## src/rtl/rcc_pkg.sv

```systemverilog
package rcc_pkg;
  localparam int ADDR_STEP = 0;
  localparam int ADDR_CORR = 1;
  localparam int ADDR_RUN  = 2;
  localparam int ADDR_CLO  = 3;
  localparam int ADDR_CHI  = 4;
  localparam int SIGN_BIT  = 31;
endpackage

```

## src/rtl/rcc_frac_acc.sv

```systemverilog
module rcc_frac_acc #(
  parameter int FRAC_ONE = 100,
  parameter int DATA_W   = 32
) (
  input  logic              clk_i,
  input  logic              rst_ni,
  input  logic              adv_i,
  input  logic [DATA_W-1:0] corr_i,
  output logic              adj_up_o,
  output logic              adj_dn_o
);
  localparam int FRAC_W  = $clog2(FRAC_ONE);
  localparam int SUM_W   = FRAC_W + 1;
  localparam int MAG_MAX = FRAC_ONE - 1;

  logic [FRAC_W-1:0] acc_q, acc_d, mag;
  logic [SUM_W-1:0]  sum;
  logic              carry, sgn;

  assign sgn = corr_i[rcc_pkg::SIGN_BIT];

  always_comb begin
    if (corr_i[DATA_W-2:0] > (DATA_W-1)'(MAG_MAX)) mag = FRAC_W'(MAG_MAX);
    else                                          mag = corr_i[FRAC_W-1:0];
    sum   = SUM_W'(acc_q) + SUM_W'(mag);
    carry = sum >= SUM_W'(FRAC_ONE);
    acc_d = carry ? FRAC_W'(sum - SUM_W'(FRAC_ONE)) : FRAC_W'(sum);
  end

  always_ff @(posedge clk_i or negedge rst_ni) begin
    if (!rst_ni)    acc_q <= '0;
    else if (adv_i) acc_q <= acc_d;
  end

  assign adj_up_o = adv_i & carry & sgn;
  assign adj_dn_o = adv_i & carry & ~sgn;

  // accumulator never holds a whole unit
  p_acc_below_one_r4: assert property (@(posedge clk_i) disable iff (!rst_ni)
    acc_q < FRAC_W'(FRAC_ONE));
  // no advance, accumulator holds
  p_acc_hold_r6: assert property (@(posedge clk_i) disable iff (!rst_ni)
    !adv_i |=> $stable(acc_q));
endmodule

```

## src/rtl/rcc_count_core.sv

```systemverilog
module rcc_count_core #(
  parameter int CNT_W  = 64,
  parameter int DATA_W = 32
) (
  input  logic              clk_i,
  input  logic              rst_ni,
  input  logic              tick_i,
  input  logic              run_i,
  input  logic [DATA_W-1:0] step_i,
  input  logic              adj_up_i,
  input  logic              adj_dn_i,
  output logic              adv_o,
  output logic [CNT_W-1:0]  cnt_o
);
  logic [CNT_W-1:0] cnt_q;

  assign adv_o = tick_i & run_i & (step_i != '0);

  always_ff @(posedge clk_i or negedge rst_ni) begin
    if (!rst_ni)    cnt_q <= '0;
    else if (adv_o) cnt_q <= cnt_q + CNT_W'(step_i) + CNT_W'(adj_up_i) - CNT_W'(adj_dn_i);
  end

  assign cnt_o = cnt_q;

  // no run, no movement
  p_hold_idle_r2: assert property (@(posedge clk_i) disable iff (!rst_ni)
    (!run_i || !tick_i) |=> $stable(cnt_q));
  // zero step freezes the count
  p_zero_step_r6: assert property (@(posedge clk_i) disable iff (!rst_ni)
    (step_i == '0) |=> $stable(cnt_q));
  // a counted tick moves by step within one unit
  p_step_window_r3: assert property (@(posedge clk_i) disable iff (!rst_ni)
    adv_o |=> ((cnt_q - $past(cnt_q) - CNT_W'($past(step_i)) + CNT_W'(1)) <= CNT_W'(2)));
  // up and down corrections exclusive
  p_adj_excl_r4: assert property (@(posedge clk_i) disable iff (!rst_ni)
    !(adj_up_i && adj_dn_i));
endmodule

```

## src/rtl/rcc_regs.sv

```systemverilog
module rcc_regs #(
  parameter int CNT_W  = 64,
  parameter int DATA_W = 32,
  parameter int ADDR_W = 3
) (
  input  logic              clk_i,
  input  logic              rst_ni,
  input  logic              we_i,
  input  logic              rd_i,
  input  logic [ADDR_W-1:0] addr_i,
  input  logic [DATA_W-1:0] wdata_i,
  input  logic [CNT_W-1:0]  cnt_i,
  output logic [DATA_W-1:0] step_o,
  output logic [DATA_W-1:0] corr_o,
  output logic              run_o,
  output logic [DATA_W-1:0] rdata_o
);
  import rcc_pkg::*;
  localparam int HI_W = CNT_W - DATA_W;

  logic [DATA_W-1:0] step_q, corr_q, rdata_q, rd_mux;
  logic [HI_W-1:0]   shadow_q;
  logic              run_q, rd_lo;

  assign rd_lo = rd_i && (addr_i == ADDR_W'(ADDR_CLO));

  always_ff @(posedge clk_i or negedge rst_ni) begin
    if (!rst_ni) begin
      step_q <= '0;
      corr_q <= '0;
      run_q  <= 1'b0;
    end else if (we_i) begin
      if (addr_i == ADDR_W'(ADDR_STEP)) step_q <= wdata_i;
      if (addr_i == ADDR_W'(ADDR_CORR)) corr_q <= wdata_i;
      if (addr_i == ADDR_W'(ADDR_RUN))  run_q  <= wdata_i[0];
    end
  end

  always_comb begin
    rd_mux = '0;
    if      (addr_i == ADDR_W'(ADDR_STEP)) rd_mux = step_q;
    else if (addr_i == ADDR_W'(ADDR_CORR)) rd_mux = corr_q;
    else if (addr_i == ADDR_W'(ADDR_RUN))  rd_mux = DATA_W'(run_q);
    else if (addr_i == ADDR_W'(ADDR_CLO))  rd_mux = cnt_i[DATA_W-1:0];
    else if (addr_i == ADDR_W'(ADDR_CHI))  rd_mux = DATA_W'(shadow_q);
  end

  always_ff @(posedge clk_i or negedge rst_ni) begin
    if (!rst_ni) begin
      rdata_q  <= '0;
      shadow_q <= '0;
    end else begin
      if (rd_i)  rdata_q  <= rd_mux;
      if (rd_lo) shadow_q <= cnt_i[CNT_W-1:DATA_W];
    end
  end

  assign step_o  = step_q;
  assign corr_o  = corr_q;
  assign run_o   = run_q;
  assign rdata_o = rdata_q;

  // low read captures the high half
  p_shadow_capture_r7: assert property (@(posedge clk_i) disable iff (!rst_ni)
    rd_lo |=> (shadow_q == $past(cnt_i[CNT_W-1:DATA_W])));
  // low read returns pre-edge low half
  p_low_read_r7: assert property (@(posedge clk_i) disable iff (!rst_ni)
    rd_lo |=> (rdata_q == $past(cnt_i[DATA_W-1:0])));
  // shadow moves only on low read
  p_shadow_hold_r7: assert property (@(posedge clk_i) disable iff (!rst_ni)
    !rd_lo |=> $stable(shadow_q));
endmodule

```

## src/rtl/rtc_comp_counter.sv

```systemverilog
module rtc_comp_counter #(
  parameter int CNT_W    = 64,
  parameter int DATA_W   = 32,
  parameter int ADDR_W   = 3,
  parameter int FRAC_ONE = 100
) (
  input  logic              clk_i,
  input  logic              rst_ni,
  input  logic              tick_i,
  input  logic              we_i,
  input  logic              rd_i,
  input  logic [ADDR_W-1:0] addr_i,
  input  logic [DATA_W-1:0] wdata_i,
  output logic [DATA_W-1:0] rdata_o
);
  logic [CNT_W-1:0]  cnt;
  logic [DATA_W-1:0] step, corr;
  logic              run, adv, adj_up, adj_dn;

  rcc_regs #(.CNT_W(CNT_W), .DATA_W(DATA_W), .ADDR_W(ADDR_W)) regs_i (
    .clk_i, .rst_ni, .we_i, .rd_i, .addr_i, .wdata_i,
    .cnt_i(cnt), .step_o(step), .corr_o(corr), .run_o(run), .rdata_o
  );

  rcc_count_core #(.CNT_W(CNT_W), .DATA_W(DATA_W)) core_i (
    .clk_i, .rst_ni, .tick_i, .run_i(run), .step_i(step),
    .adj_up_i(adj_up), .adj_dn_i(adj_dn), .adv_o(adv), .cnt_o(cnt)
  );

  rcc_frac_acc #(.FRAC_ONE(FRAC_ONE), .DATA_W(DATA_W)) frac_i (
    .clk_i, .rst_ni, .adv_i(adv), .corr_i(corr),
    .adj_up_o(adj_up), .adj_dn_o(adj_dn)
  );
endmodule

```

## config.mk

```make
export PLATFORM = sky130hd
export DESIGN_NAME = rtc_comp_counter
export DESIGN_NICKNAME = d
export VERILOG_FILES = /design/src/rtl/rcc_pkg.sv /design/src/rtl/rcc_frac_acc.sv /design/src/rtl/rcc_count_core.sv /design/src/rtl/rcc_regs.sv /design/src/rtl/rtc_comp_counter.sv
export SDC_FILE = /design/constraint.sdc
export NUM_CORES = 1
export LEC_CHECK = 0
export BUFFER_PORTS_ARGS = -buffer_cell sky130_fd_sc_hd__buf_2
export CORE_AREA = 2 2 166 168
export DETAILED_ROUTE_END_ITERATION = 8
export DIE_AREA = 0 0 168 170
export PLACE_DENSITY_LB_ADDON = 0.25
export SLEW_MARGIN = 0
export SYNTH_ARGS = -nofsm -noshare
export SYNTH_HDL_FRONTEND = slang
export SYNTH_SLANG_ARGS = --single-unit
export TNS_END_PERCENT = 20
```

## constraint.sdc

```tcl
create_clock -name clk_i -period 6.8 [get_ports clk_i]
set_input_delay 0.34 -clock clk_i [delete_from_list [all_inputs] [get_ports clk_i]]
set_output_delay 0.34 -clock clk_i [all_outputs]
set_load 0.005 [all_outputs]
```

==> results.txt, run 1 <==
The slowest stage of the critical path is the sky130_fd_sc_hd__a2111oi_4 cell. STA classifies the critical path startpoint as a flop. In this run the worst hold path is classified as input pin to flop. The combined buffer and inverter count along the critical path is 3. In the synthesized netlist the dominant register cell turns out to be sky130_fd_sc_hd__dfrtp_1.

For the worst-skew pair, the clock arrives at the later sink with an insertion delay of 0.45 ns. Clock skew on the completed layout was measured at 0.0174 ns. Setup violations remaining at the end of the flow were counted as 0. The synthesized design contains 200 register bits.

The total overflow left after global routing is 0. The number of max-cap violations is 0. The pin count of the biggest net entering global routing is 88. The static leakage power came out at 7.05 nW. The number of antenna diodes in the final layout is 0. The proportion of register bits with asynchronous set or reset after synthesis came out at 100%. The setup path with the least slack is of type flop to flop.

The final wirelength came out at 36.7 mm. The flow ran to the end, and the final reports show no timing, DRC or antenna violations. The ratio of routed vias to standard cells is 5.66. Yosys attributes the largest share of cell area to sky130_fd_sc_hd__dfrtp_1, sky130_fd_sc_hd__ha_1, sky130_fd_sc_hd__o21ai_0. The share of post-route cells with drive strength above 1 is 15.5%. The overall fraction of global-route tracks in use is 26.5%. IR analysis of the VDD net gives a maximum drop of 0.000210 V. The worst register-to-register path has a setup slack of 0.32 ns. The global placement routability congestion is 0.925.

TritonCTS built the clock tree. The clock-pin slew of the registers on the worst-case setup and hold paths is 0.08 ns. Row generation in the floorplan step produced 60 rows. The boundary pin count is 72. The aggregate negative setup slack is 0 ns.

The mapped netlist covers 13300 µm². The width of the die came out at 168 µm. The final design instance area without fill came out at 14700 µm². The worst path arrival time is 6.78 ns. For this design, the sink count on the clock tree is 200. By instance count, the leading cell after synthesis is sky130_fd_sc_hd__dfrtp_1. The final critical path time including I/O delays and setup came out at 6.48 ns.

The remaining antenna violation count came out at 0. The number of antenna violations at the first check in global routing came out at 2. The floorplan step defined a die boundary enclosing 28600 µm². Yosys mapped the design onto 69 distinct sky130hd cell types.

From bottom edge to top edge, the die measures 170 µm. The average cell area after synthesis came out at 8.50 µm². The worst hold slack across all endpoints is 0.117 ns. The power per unit of standard cell area came out at 556 nW/µm².

For this run, the detailed router's first-pass iteration total came to 5. The area used by sequential logic in the layout is 5000 µm². The post-detailed-route DRC marker count came out at 0. The area taken by multi-input logic gates is 7390 µm². Relative to the synthesized area, the layout overhead comes to 11.0%. Summing the sequential cell areas from Yosys gives 37.7% of the chip area. The clock tree buffer depth came out at 2. The violation count after the first detailed-routing iteration is 857. Yosys printed 0 warnings.

The post-place instance area came out at 14000 µm². The initial core utilization is 49.8%. The top cell type's share of synthesized area came out at 37.7%. The max-slew violation total from the final report came out at 0. The total clock buffers created by CTS is 17. The worst slew margin relative to its limit came out at 27.0%. The kind of cell with the highest combined delay along the critical path is compound AO/OA/AOI/OAI gates. The placeable core region came out at 26700 µm². The number of endpoints with negative hold slack in the final report came out at 0.

The fill cell instance count of the final layout is 2472. Buffers placed on the I/O ports in this run total 71. In the final routed layout, each cell accounts on average for 18.7 µm. Counting flops with a built-in enable in the synthesized netlist gives 0. When the netlist entered floorplanning its net count stood at 1707. Cells fill 55.3% of the core in the end. The worst path required time came out at 7.10 ns. For the pin with the worst max-slew slack, the measured transition is 1.09 ns.

Summing over every cut layer, the via total after detailed routing is 11115. Synthesis handed over a netlist of 1561 instances. STA classifies the critical path endpoint as a flop. The via count of the first global-routing pass was 10924.

Setup repair after global routing could not meet its margin everywhere. The global-route wire length before repair is 59.1 mm. The final period utilization came out at 95.3%. The placed wire-length estimate after detailed placement is 27.6 mm. The final layout net count is 1757. The buffer cell driving the clock tree root is sky130_fd_sc_hd__clkbuf_16. Ranked by instance count, the synthesized netlist is headed by sky130_fd_sc_hd__dfrtp_1, sky130_fd_sc_hd__nand2_1, sky130_fd_sc_hd__inv_1.

The H-tree level count is 4. The maximum operating frequency is 0.154 GHz. Of all nets on the critical path, the largest fanout is 7. The delay contributed by the slowest stage of the critical path is 0.47 ns. The biggest area contributor in the post-synthesis netlist is sky130_fd_sc_hd__dfrtp_1.
## cell usage in the layout (no fill, tap or decap), drive strengths merged, types with 11 or more instances in the layout
cell / n
clkbuf: 18
nand3: 19
a21o: 47
o21bai: 11
a22oi: 31
a21oi: 138
buf: 109
dfrtp: 200
o21ai: 167
ha: 103
nor2: 105
nor4: 16
xnor2: 39
mux2: 66
nand2: 189
nand4: 17
inv: 186
xor2: 28
## stage by stage
stage | power (mW) | cells | setup WS [ns]
2_1_floorplan | 5.69 | 1561 | 0.524
3_3_place_gp | 6.97 | 1928 | 0.117
3_5_place_dp | 7.05 | 1928 | -0.0619
4_1_cts | 8.08 | 1961 | 0.0258
5_1_grt | 8.94 | 1965 | -0.118
6_report | 8.19 | 1965 | 0.318
## layer usage
layer | wire length [µm] | vias to the layer above | GRT usage [%]
met4 | 1070 | 2 | 9.26
met1 | 17000 | 5312 | 35.8
met5 | 14 | - | 0
li1 | - | 5447 | -
met2 | 16700 | 299 | 42.5
met3 | 1950 | 55 | 5.35
## sequential cells by signal, summed over array words and instances, names as in the netlist
| register | cells |
|---|---|
| frac_i.acc_q | 7 |
| regs_i.shadow_q | 32 |
| regs_i.run_o | 1 |
| regs_i.step_o | 32 |
| core_i.cnt_o | 64 |
| regs_i.rdata_o | 32 |
| regs_i.corr_o | 32 |
## power breakdown
part           switching [mW]  internal [mW]  total, mW
clock network           0.511          0.485      0.996
registers               0.333           1.58       1.91
logic                    3.02           2.26       5.28
## final timing paths
kind | from | to | cells past startpoint
setup / recovery | regs_i.corr_o[14]$_DFFE_PN0P_ | core_i.cnt_o[62]$_DFFE_PN0P_ | 30
hold / removal | wdata_i[14] | regs_i.step_o[14]$_DFFE_PN0P_ | 3
setup reg to reg | regs_i.corr_o[14]$_DFFE_PN0P_ | core_i.cnt_o[62]$_DFFE_PN0P_ | 30
hold reg to reg | core_i.cnt_o[63]$_DFFE_PN0P_ | core_i.cnt_o[63]$_DFFE_PN0P_ | 1
max in group asynchronous | rst_ni | regs_i.rdata_o[1]$_DFFE_PN0P_ | 3
min in group asynchronous | rst_ni | core_i.cnt_o[13]$_DFFE_PN0P_ | 2
## layout make-up
type                    instances  area share, %
clock buffers                  17           2.89
clock inverters                15          0.943
inverters                     179           4.56
multi-input cells            1102           50.2
flip-flops and latches        200           34.0
well taps                     341           2.90
repair buffers                111           4.53
## worst reg2reg max path, delay by kind of cell (launching register included)
family	cells	cell delay, ns
flip-flops	1	0.41
buffers and inverters	3	0.45
adder cells (fa/ha/maj)	4	1.29
XOR/XNOR	1	0.09
AND/OR/NAND/NOR	8	1.44
AO/OA/AOI/OAI	13	2.45
multiplexers	1	0.22
## kinds of logic (layout without fill, tap and decap cells)
group           count (synthesis)  after routing  synth area share (%)
fa+ha+maj                     106            106                  10.2
simple gates                  404            404                  13.5
flops                         200            200                  37.7
buf+inv                       259            322                  7.33
mux                            69             69                  5.92
compound gates                456            456                  20.9
xor+xnor                       67             67                  4.42
## what timing repair did
| item | in CTS | in global routing |
|---|---|---|
| hold buffers | 1 | 0 |
| hold endpoints to repair | 15 | 0 |
| gates resized for setup | 1 | 21 |
| pin swaps | 1 | 21 |
| setup endpoints to repair | 3 | 28 |
| setup buffers | 0 | 4 |
No activity file was read; power rests on OpenSTA's default activity.
==> inputs of run 2 (changes only) <==
--- a/config.mk
+++ b/config.mk
@@ -6,12 +6,13 @@
 export NUM_CORES = 1
 export LEC_CHECK = 0
 export BUFFER_PORTS_ARGS = -buffer_cell sky130_fd_sc_hd__buf_2
-export CORE_AREA = 2 2 166 168
+export CORE_AREA = 2 2 167 169
 export DETAILED_ROUTE_END_ITERATION = 8
-export DIE_AREA = 0 0 168 170
+export DIE_AREA = 0 0 169 171
 export PLACE_DENSITY_LB_ADDON = 0.25
 export SLEW_MARGIN = 0
 export SYNTH_ARGS = -nofsm -noshare
 export SYNTH_HDL_FRONTEND = slang
+export SYNTH_HIERARCHICAL = 1
 export SYNTH_SLANG_ARGS = --single-unit
 export TNS_END_PERCENT = 20
==> results.txt, run 2 <==
The startpoint identified for the worst register-to-register timing path is regs_i/corr_o[25]$_DFFE_PN0P_. The global-route wire length before repair is 59.4 mm. The overall fraction of global-route tracks in use came out at 26.7%. On the worst path, the slowest cell contributes a delay of 0.48 ns.

Of all cell types, the one taking the most synthesized area is sky130_fd_sc_hd__dfrtp_1. The proportion of register bits with asynchronous set or reset after synthesis came out at 100%. The number of antenna violations at the first check in global routing came out at 1.

The number of rows created at floorplan is 61. The worst slew margin relative to its limit is 29.0%. The total iterations of the first detailed-routing run came out at 5. The boundary pin count is 72. Counting flops with a built-in enable in the synthesized netlist gives 0. The slowest stage cell on the critical path is sky130_fd_sc_hd__or4_4.

The placed wire-length estimate after detailed placement came out at 27.7 mm. The multiplexer fraction of the synthesized cell area came out at 8.72%. The remaining antenna violation count came out at 0. The nature of the critical path startpoint is a flop.

Clock skew on the completed layout was measured at 0.0102 ns. At the worst endpoint, the required time is 7.11 ns. The endpoint identified for the worst register-to-register timing path is core_i/cnt_o[44]$_DFFE_PN0P_. The parity-gate share of the synthesized area counting xor and xnor cells came out at 4.10%. The final period utilization came out at 96.3%. The average wire length per cell after detail routing is 19.7 µm. Sorting the synthesized cells by area gives the leading types as sky130_fd_sc_hd__dfrtp_1, sky130_fd_sc_hd__ha_1, sky130_fd_sc_hd__mux2_2. The number of flip-flops under the largest register name is 64. The worst-case reg-to-reg path depth is 30. The top cell type's share of synthesized area came out at 37.3%.

By instance count, the leading cell after synthesis is sky130_fd_sc_hd__dfrtp_1. The growth of design area from synthesis to finish came out at 10.9%. For this configuration, the core starts out at a cell density of 49.1%. The via count of the first global-routing pass is 10726.

The synthesized-area fraction occupied by adder cells came out at 10.0%. The clock-pin slew of the registers on the worst-case setup and hold paths is 0.07 ns. Tracing the worst setup path back leads to its startpoint at regs_i/corr_o[25]$_DFFE_PN0P_. Following the worst setup path forward leads to its endpoint at core_i/cnt_o[44]$_DFFE_PN0P_. The category of the worst setup path capture point is a flop. The post-synthesis simple-gate area fraction came out at 13.0%. Setup repair after global routing could not meet its margin everywhere.

The placeable core region is 27300 µm². The die boundary height is 171 µm. The buffer cell driving the clock tree root is sky130_fd_sc_hd__clkbuf_16. Counting along the longest clock path gives a buffer depth of 2.

The number of placed cells counting well taps came out at 1873. The largest vdd supply drop came out at 0.000303 V. The largest family of logic cells by synthesized area is compound AO/OA/AOI/OAI gates. The TritonCTS clock tree is done. The power per unit of standard cell area is 565 nW/µm². The number of endpoints with negative hold slack in the final report is 3. The floorplan die area is 28900 µm². The tree built by TritonCTS fans out to 200 sinks. For the pin with the worst max-slew slack, the measured transition is 1.06 ns. The ratio of routed vias to standard cells came out at 5.84. The maximum operating frequency is 0.153 GHz. The type of the most critical hold path is input pin to asynchronous set/reset pin. The final wirelength is 37.6 mm.

The number of max-cap violations is 0. The width of the die came out at 169 µm. The total inserted antenna cells is 0. The worst-case register-to-register setup slack is 0.25 ns. The warning count from the yosys run came out at 6. The H-tree level count came out at 4. Synthesis produced 1486 cells. Excluding fillers, the count of instances in the completed layout stands at 1905.

Entering global routing, the biggest net connects 117 pins. The register area share after synthesis came out at 37.3%. The final layout net count is 1693.

The synthesized netlist occupies a cell area of 13400 µm². The run finished, with violations left. The number of different library cells in the post-synthesis netlist is 78. The compound-cell area share of the yosys netlist is 18.9%. The total number of vias is 11124. The dominant register cell in the synthesized netlist is sky130_fd_sc_hd__dfrtp_1. The max-slew violation total from the final report came out at 0. For the worst-skew pair, the clock arrives at the later sink with an insertion delay of 0.44 ns. The total clock buffers created by CTS came out at 17. The average cell area after synthesis is 9.03 µm². The largest driver fanout on the critical path is 4.

The number of storage elements in the synthesis netlist came out at 200. The violation count after the first detailed-routing iteration is 799. Summed over all layers, the global routing overflow is 0. The checks that failed: negative hold slack. The net count after synthesis is 1632. The library cell appearing most often on the critical path is sky130_fd_sc_hd__ha_1. Cells fill 54.5% of the core in the end.

The number of I/O port buffers is 71. The worst hold slack across all endpoints is -0.0216 ns. Counting I/O delays and the setup requirement, the final critical path takes 6.55 ns. The setup path with the least slack is of type flop to flop. The post-detailed-route DRC marker count is 0.

The worst path arrival time is 6.86 ns. The global placement routability congestion is 0.934. The count of final setup violators came out at 0. The commonest cells after synthesis are sky130_fd_sc_hd__dfrtp_1, sky130_fd_sc_hd__inv_1, sky130_fd_sc_hd__nand2_1.

Leaving out fill and tap cells, the most frequent cell in the layout is sky130_fd_sc_hd__dfrtp_1. The static leakage power came out at 6.98 nW. The top cell types in the final layout, fill and taps aside, are sky130_fd_sc_hd__dfrtp_1, sky130_fd_sc_hd__inv_1, sky130_fd_sc_hd__nand2_1. The post-route netlist has 16.8% of its cells at a drive strength greater than 1.
==> run 2: area by class of cell <==
cell class | count | area (µm²)
clock buffer | 22 | 494
clock inverter | 9 | 114
fill | 2509 | 12400
inverter | 186 | 698
multi-input combinational | 1023 | 7420
sequential | 200 | 5000
tap | 346 | 433
timing repair buffer | 119 | 724
==> run 2: cell families (layout without fill, tap and decap cells) <==
family / Yosys count / count (layout)
compound gates: 394 / 394
fa+ha+maj: 106 / 106
xor+xnor: 62 / 62
flops: 200 / 200
buf+inv: 263 / 336
mux: 103 / 103
simple gates: 358 / 358
==> run 2: power breakdown <==
group / total [mW] / switching [mW] / leakage [nW] / internal (mW)
Sequential: 2.03 / 0.416 / 2.44 / 1.61
Clock: 1.07 / 0.472 / 0.303 / 0.593
Combinational: 5.31 / 3.06 / 4.23 / 2.26
==> run 2: worst min-delay path by stage <==
stage                                         endpoint  slack, ns
after detailed placement  core_i/cnt_o[63]$_DFFE_PN0P_       0.46
after global routing      core_i/cnt_o[57]$_DFFE_PN0P_       0.08
after global placement    core_i/cnt_o[63]$_DFFE_PN0P_       0.46
after CTS                 core_i/cnt_o[61]$_DFFE_PN0P_        0.1
after floorplan            core_i/cnt_o[0]$_DFFE_PN0P_       0.04
final                     core_i/cnt_o[57]$_DFFE_PN0P_      -0.02
==> run 2: per-stage QoR <==
step,worst slack (ns),setup TNS [ns],power [mW],instance area (µm²)
6_report,0.251,0,8.41,14900
3_5_place_dp,-0.00482,-0.00482,7.19,14200
5_1_grt,-0.0486,-0.0828,9.12,14900
4_1_cts,0.0642,0,8.29,14800
2_1_floorplan,0.717,0,5.70,13400
3_3_place_gp,0.0933,0,7.12,14200
==> run 2: worst max-delay path: cells and delay by family, from the launching register on <==
kind                       cells  cell delay, ns
AOI/OAI and AO/OA              9            1.90
xor gates and xnor gates       1            0.20
adders and majority gates      5            1.35
buffers and inverters          4            0.42
DFF                            1            0.40
and+or+nand+nor               11            2.14
==> run 2: what timing repair did <==
| item | in CTS | in global routing |
|---|---|---|
| hold buffers | 0 | 0 |
| gates resized for setup | 1 | 10 |
| pin swaps | 0 | 5 |
| setup buffers | 0 | 1 |
| endpoints found under the hold margin | 0 | 0 |
| endpoints found under the setup margin | 3 | 15 |
==> run 2: per-layer routing <==
metal | wire [µm] | global-route usage [%] | up-vias
li1 | - | - | 5321
met2 | 17200 | 43.2 | 342
met5 | 13 | 0 | -
met3 | 2360 | 5.02 | 61
met1 | 17300 | 37.1 | 5398
met4 | 740 | 6.54 | 2
==> inputs of run 3 (changes only) <==
--- a/config.mk
+++ b/config.mk
@@ -9,7 +9,7 @@
 export CORE_AREA = 2 2 167 169
 export DETAILED_ROUTE_END_ITERATION = 8
 export DIE_AREA = 0 0 169 171
-export PLACE_DENSITY_LB_ADDON = 0.25
+export PLACE_DENSITY_LB_ADDON = 0.12
 export SLEW_MARGIN = 0
 export SYNTH_ARGS = -nofsm -noshare
 export SYNTH_HDL_FRONTEND = slang
==> results.txt, run 3 (synthesis gave the netlist of run 2 again) <==
The placeable core region is 27300 µm². TritonCTS built the clock tree. The power per unit of standard cell area is 563 nW/µm². The growth of design area from synthesis to finish came out at 10.7%.

Buffers placed on the I/O ports in this run total 71. The global-route wire length before repair came out at 59.1 mm. The endpoint identified for the worst register-to-register timing path is core_i/cnt_o[62]$_DFFE_PN0P_. The via count of the first global-routing pass came out at 10569. The number of cells on the worst reg-to-reg path is 30.

The clock share of power came out at 12.5%. The aggregate negative setup slack is 0 ns. The worst register-to-register path begins at regs_i/corr_o[30]$_DFFE_PN0P_. In this run the worst hold path is classified as input pin to flop. The critical path is of the flop to flop type. Setup violations remaining at the end of the flow were counted as 0. Static timing analysis puts the maximum clock frequency at 0.154 GHz. Leaving out fill and tap cells, the most frequent cell in the layout is sky130_fd_sc_hd__dfrtp_1. Detailed placement ended at an HPWL of 28.2 mm. The buffer cell driving the clock tree root is sky130_fd_sc_hd__clkbuf_16.

The static leakage power is 6.94 nW. OpenSTA, run right after detailed placement, puts the worst setup slack at 0.108 ns. Data on the critical path is required at its endpoint by 7.10 ns. Of the total power, the share spent switching nets is 47.4%. The final wirelength is 37.7 mm. The total inserted antenna cells came out at 0. The worst slew margin relative to its limit is 35.0%. Along the worst path, the maximum fanout reaches 6. The startpoint identified for the worst hold timing path is wdata_i[21]. The relative contribution of combinational cells to total power came out at 63.2%. Detailed routing inserted a total of 11083 vias. The latest clock arrival within the worst-skew pair is 0.45 ns. Across the VDD grid, the largest voltage drop is 0.000355 V. The number of endpoints with negative hold slack in the final report was 0. The worst hold path was traced through 2 stages. The first routing iteration left 802 violations. In the routed layout, each cell is associated on average with a via count of 5.82.

The nature of the critical path startpoint is a flop. For the pin with the worst max-slew slack, the measured transition is 0.974 ns. Pin placement for this block handled 72 I/O pins. After the last flow step, the layout net total stands at 1691.

The number of rows created at floorplan came out at 61. The share of post-route cells with drive strength above 1 came out at 16.6%. Clock-pin slew was measured on the worst setup and hold paths at 0.08 ns.

The overall fraction of global-route tracks in use came out at 26.7%. The max-slew violation total from the final report was 0. The largest individual stage delay along the critical path comes from the cell sky130_fd_sc_hd__or4_4.

The remaining antenna violation count is 0. The number of max-cap violations is 0. The post-detailed-route DRC marker count came out at 0. The delay contributed by the slowest stage of the critical path is 0.46 ns. The internal power of the cells totals 4.40 mW. The number of antenna violations at the first check in global routing is 2.

The die is 169 µm wide. The register with the most flip-flops in the layout has 64 of them. Counting every sink on the clock net gives 200.

Summed over all nets, the switching power comes to 3.96 mW. The sequential share of power came out at 24.3%. The clock tree buffer depth came out at 2.

The worst setup margin is 0.327 ns. The H-tree level count came out at 4. After layout, the worst path uses 95.2% of the clock period. The flow ran to the end, and the final reports show no timing, DRC or antenna violations. The clock skew is 0.0144 ns. The die boundary height came out at 171 µm. The worst setup path is captured at a flop. The library cells used most frequently in the layout, excluding fill and tap cells, are sky130_fd_sc_hd__dfrtp_1, sky130_fd_sc_hd__inv_1, sky130_fd_sc_hd__nand2_1. At the end of routability-driven placement, the weighted congestion stood at 0.937. Counting the fill cells in the layout gives 2566.

The pin count of the biggest net entering global routing came out at 76. The initial core utilization is 49.1%. For this run, the detailed router's first-pass iteration total came to 5.

The area taken by multi-input logic gates is 7420 µm². The overall power after layout came out at 8.36 mW. After layout, the minimum clock period comes to 6.47 ns. The final global-route overflow total is 0.

The worst hold path terminates at regs_i/corr_o[21]$_DFFE_PN0P_. The worst-case register-to-register setup slack came out at 0.33 ns. The area used by sequential logic in the layout came out at 5000 µm². The average wire length per cell after detail routing came out at 19.8 µm. Buffers inserted during clock tree synthesis total 17. The floorplan die area is 28900 µm². The worst path arrival time is 6.78 ns.
==> run 3: how the worst max path moves through the flow <==
stage                                              from                           end  slack [ns]  cells past startpoint
after floorplan           regs_i/corr_o[28]$_DFFE_PN0P_  core_i/cnt_o[42]$_DFFE_PN0P_        0.72                     27
after global placement    regs_i/corr_o[25]$_DFFE_PN0P_  core_i/cnt_o[62]$_DFFE_PN0P_        0.27                     30
after detailed placement  regs_i/corr_o[25]$_DFFE_PN0P_  core_i/cnt_o[62]$_DFFE_PN0P_        0.11                     30
after CTS                 regs_i/corr_o[25]$_DFFE_PN0P_  core_i/cnt_o[62]$_DFFE_PN0P_        0.05                     30
after global routing      regs_i/corr_o[30]$_DFFE_PN0P_  core_i/cnt_o[62]$_DFFE_PN0P_       -0.01                     30
final                     regs_i/corr_o[30]$_DFFE_PN0P_  core_i/cnt_o[62]$_DFFE_PN0P_        0.33                     30
==> run 3: cell type report <==
class | instances | share of cell area [%]
inverter | 186 | 4.70
sequential | 200 | 33.7
tap | 346 | 2.91
multi-input combinational | 1023 | 49.9
clock buffer | 18 | 2.89
clock inverter | 14 | 1.08
timing repair buffer | 117 | 4.79
==> run 3: power groups by stage <==
stage	Sequential [mW]	Combinational [mW]	Clock, mW
after CTS	2.03	5.17	1.06
final	2.03	5.29	1.04
after detailed placement	2.05	5.13	0
after global placement	2.04	5.10	0
after floorplan	1.86	3.84	0
after global routing	2.09	5.91	1.11
==> run 3: routing by layer <==
metal	track usage (%)	up-vias	wire length (µm)
met1	37.7	5447	17900
met2	43.5	275	17500
met5	0	-	0
li1	-	5324	-
met3	2.94	37	1450
met4	8.18	0	807
==> run 3: metrics by stage <==
step / instance area (µm²) / std cells / utilization, % / hold slack (ns)
floorplan: 13400 / 1486 / - / 0.0444
global placement: 14200 / 1869 / 51.9 / 0.405
detailed placement: 14200 / 1869 / 51.9 / 0.403
CTS: 14800 / 1902 / 54.1 / 0.128
global route: 14900 / 1904 / 54.4 / 0.131
finish: 14900 / 1904 / 54.4 / 0.144
==> run 3: timing repair <==
item / CTS / global route
buffers inserted: 0 / 2
hold buffers: 1 / 0
endpoints found under the hold margin: 72 / 0
endpoints found under the setup margin: 0 / 15
resized for setup: 0 / 10
==> run 3: critical path, delay by kind of cell (launching register included) <==
family          cells  cell delay (ns)
fa+ha+maj           5             1.20
flops               1             0.41
buf+inv             5             0.59
simple gates        9             1.86
compound gates      9             1.89
xor+xnor            2             0.40
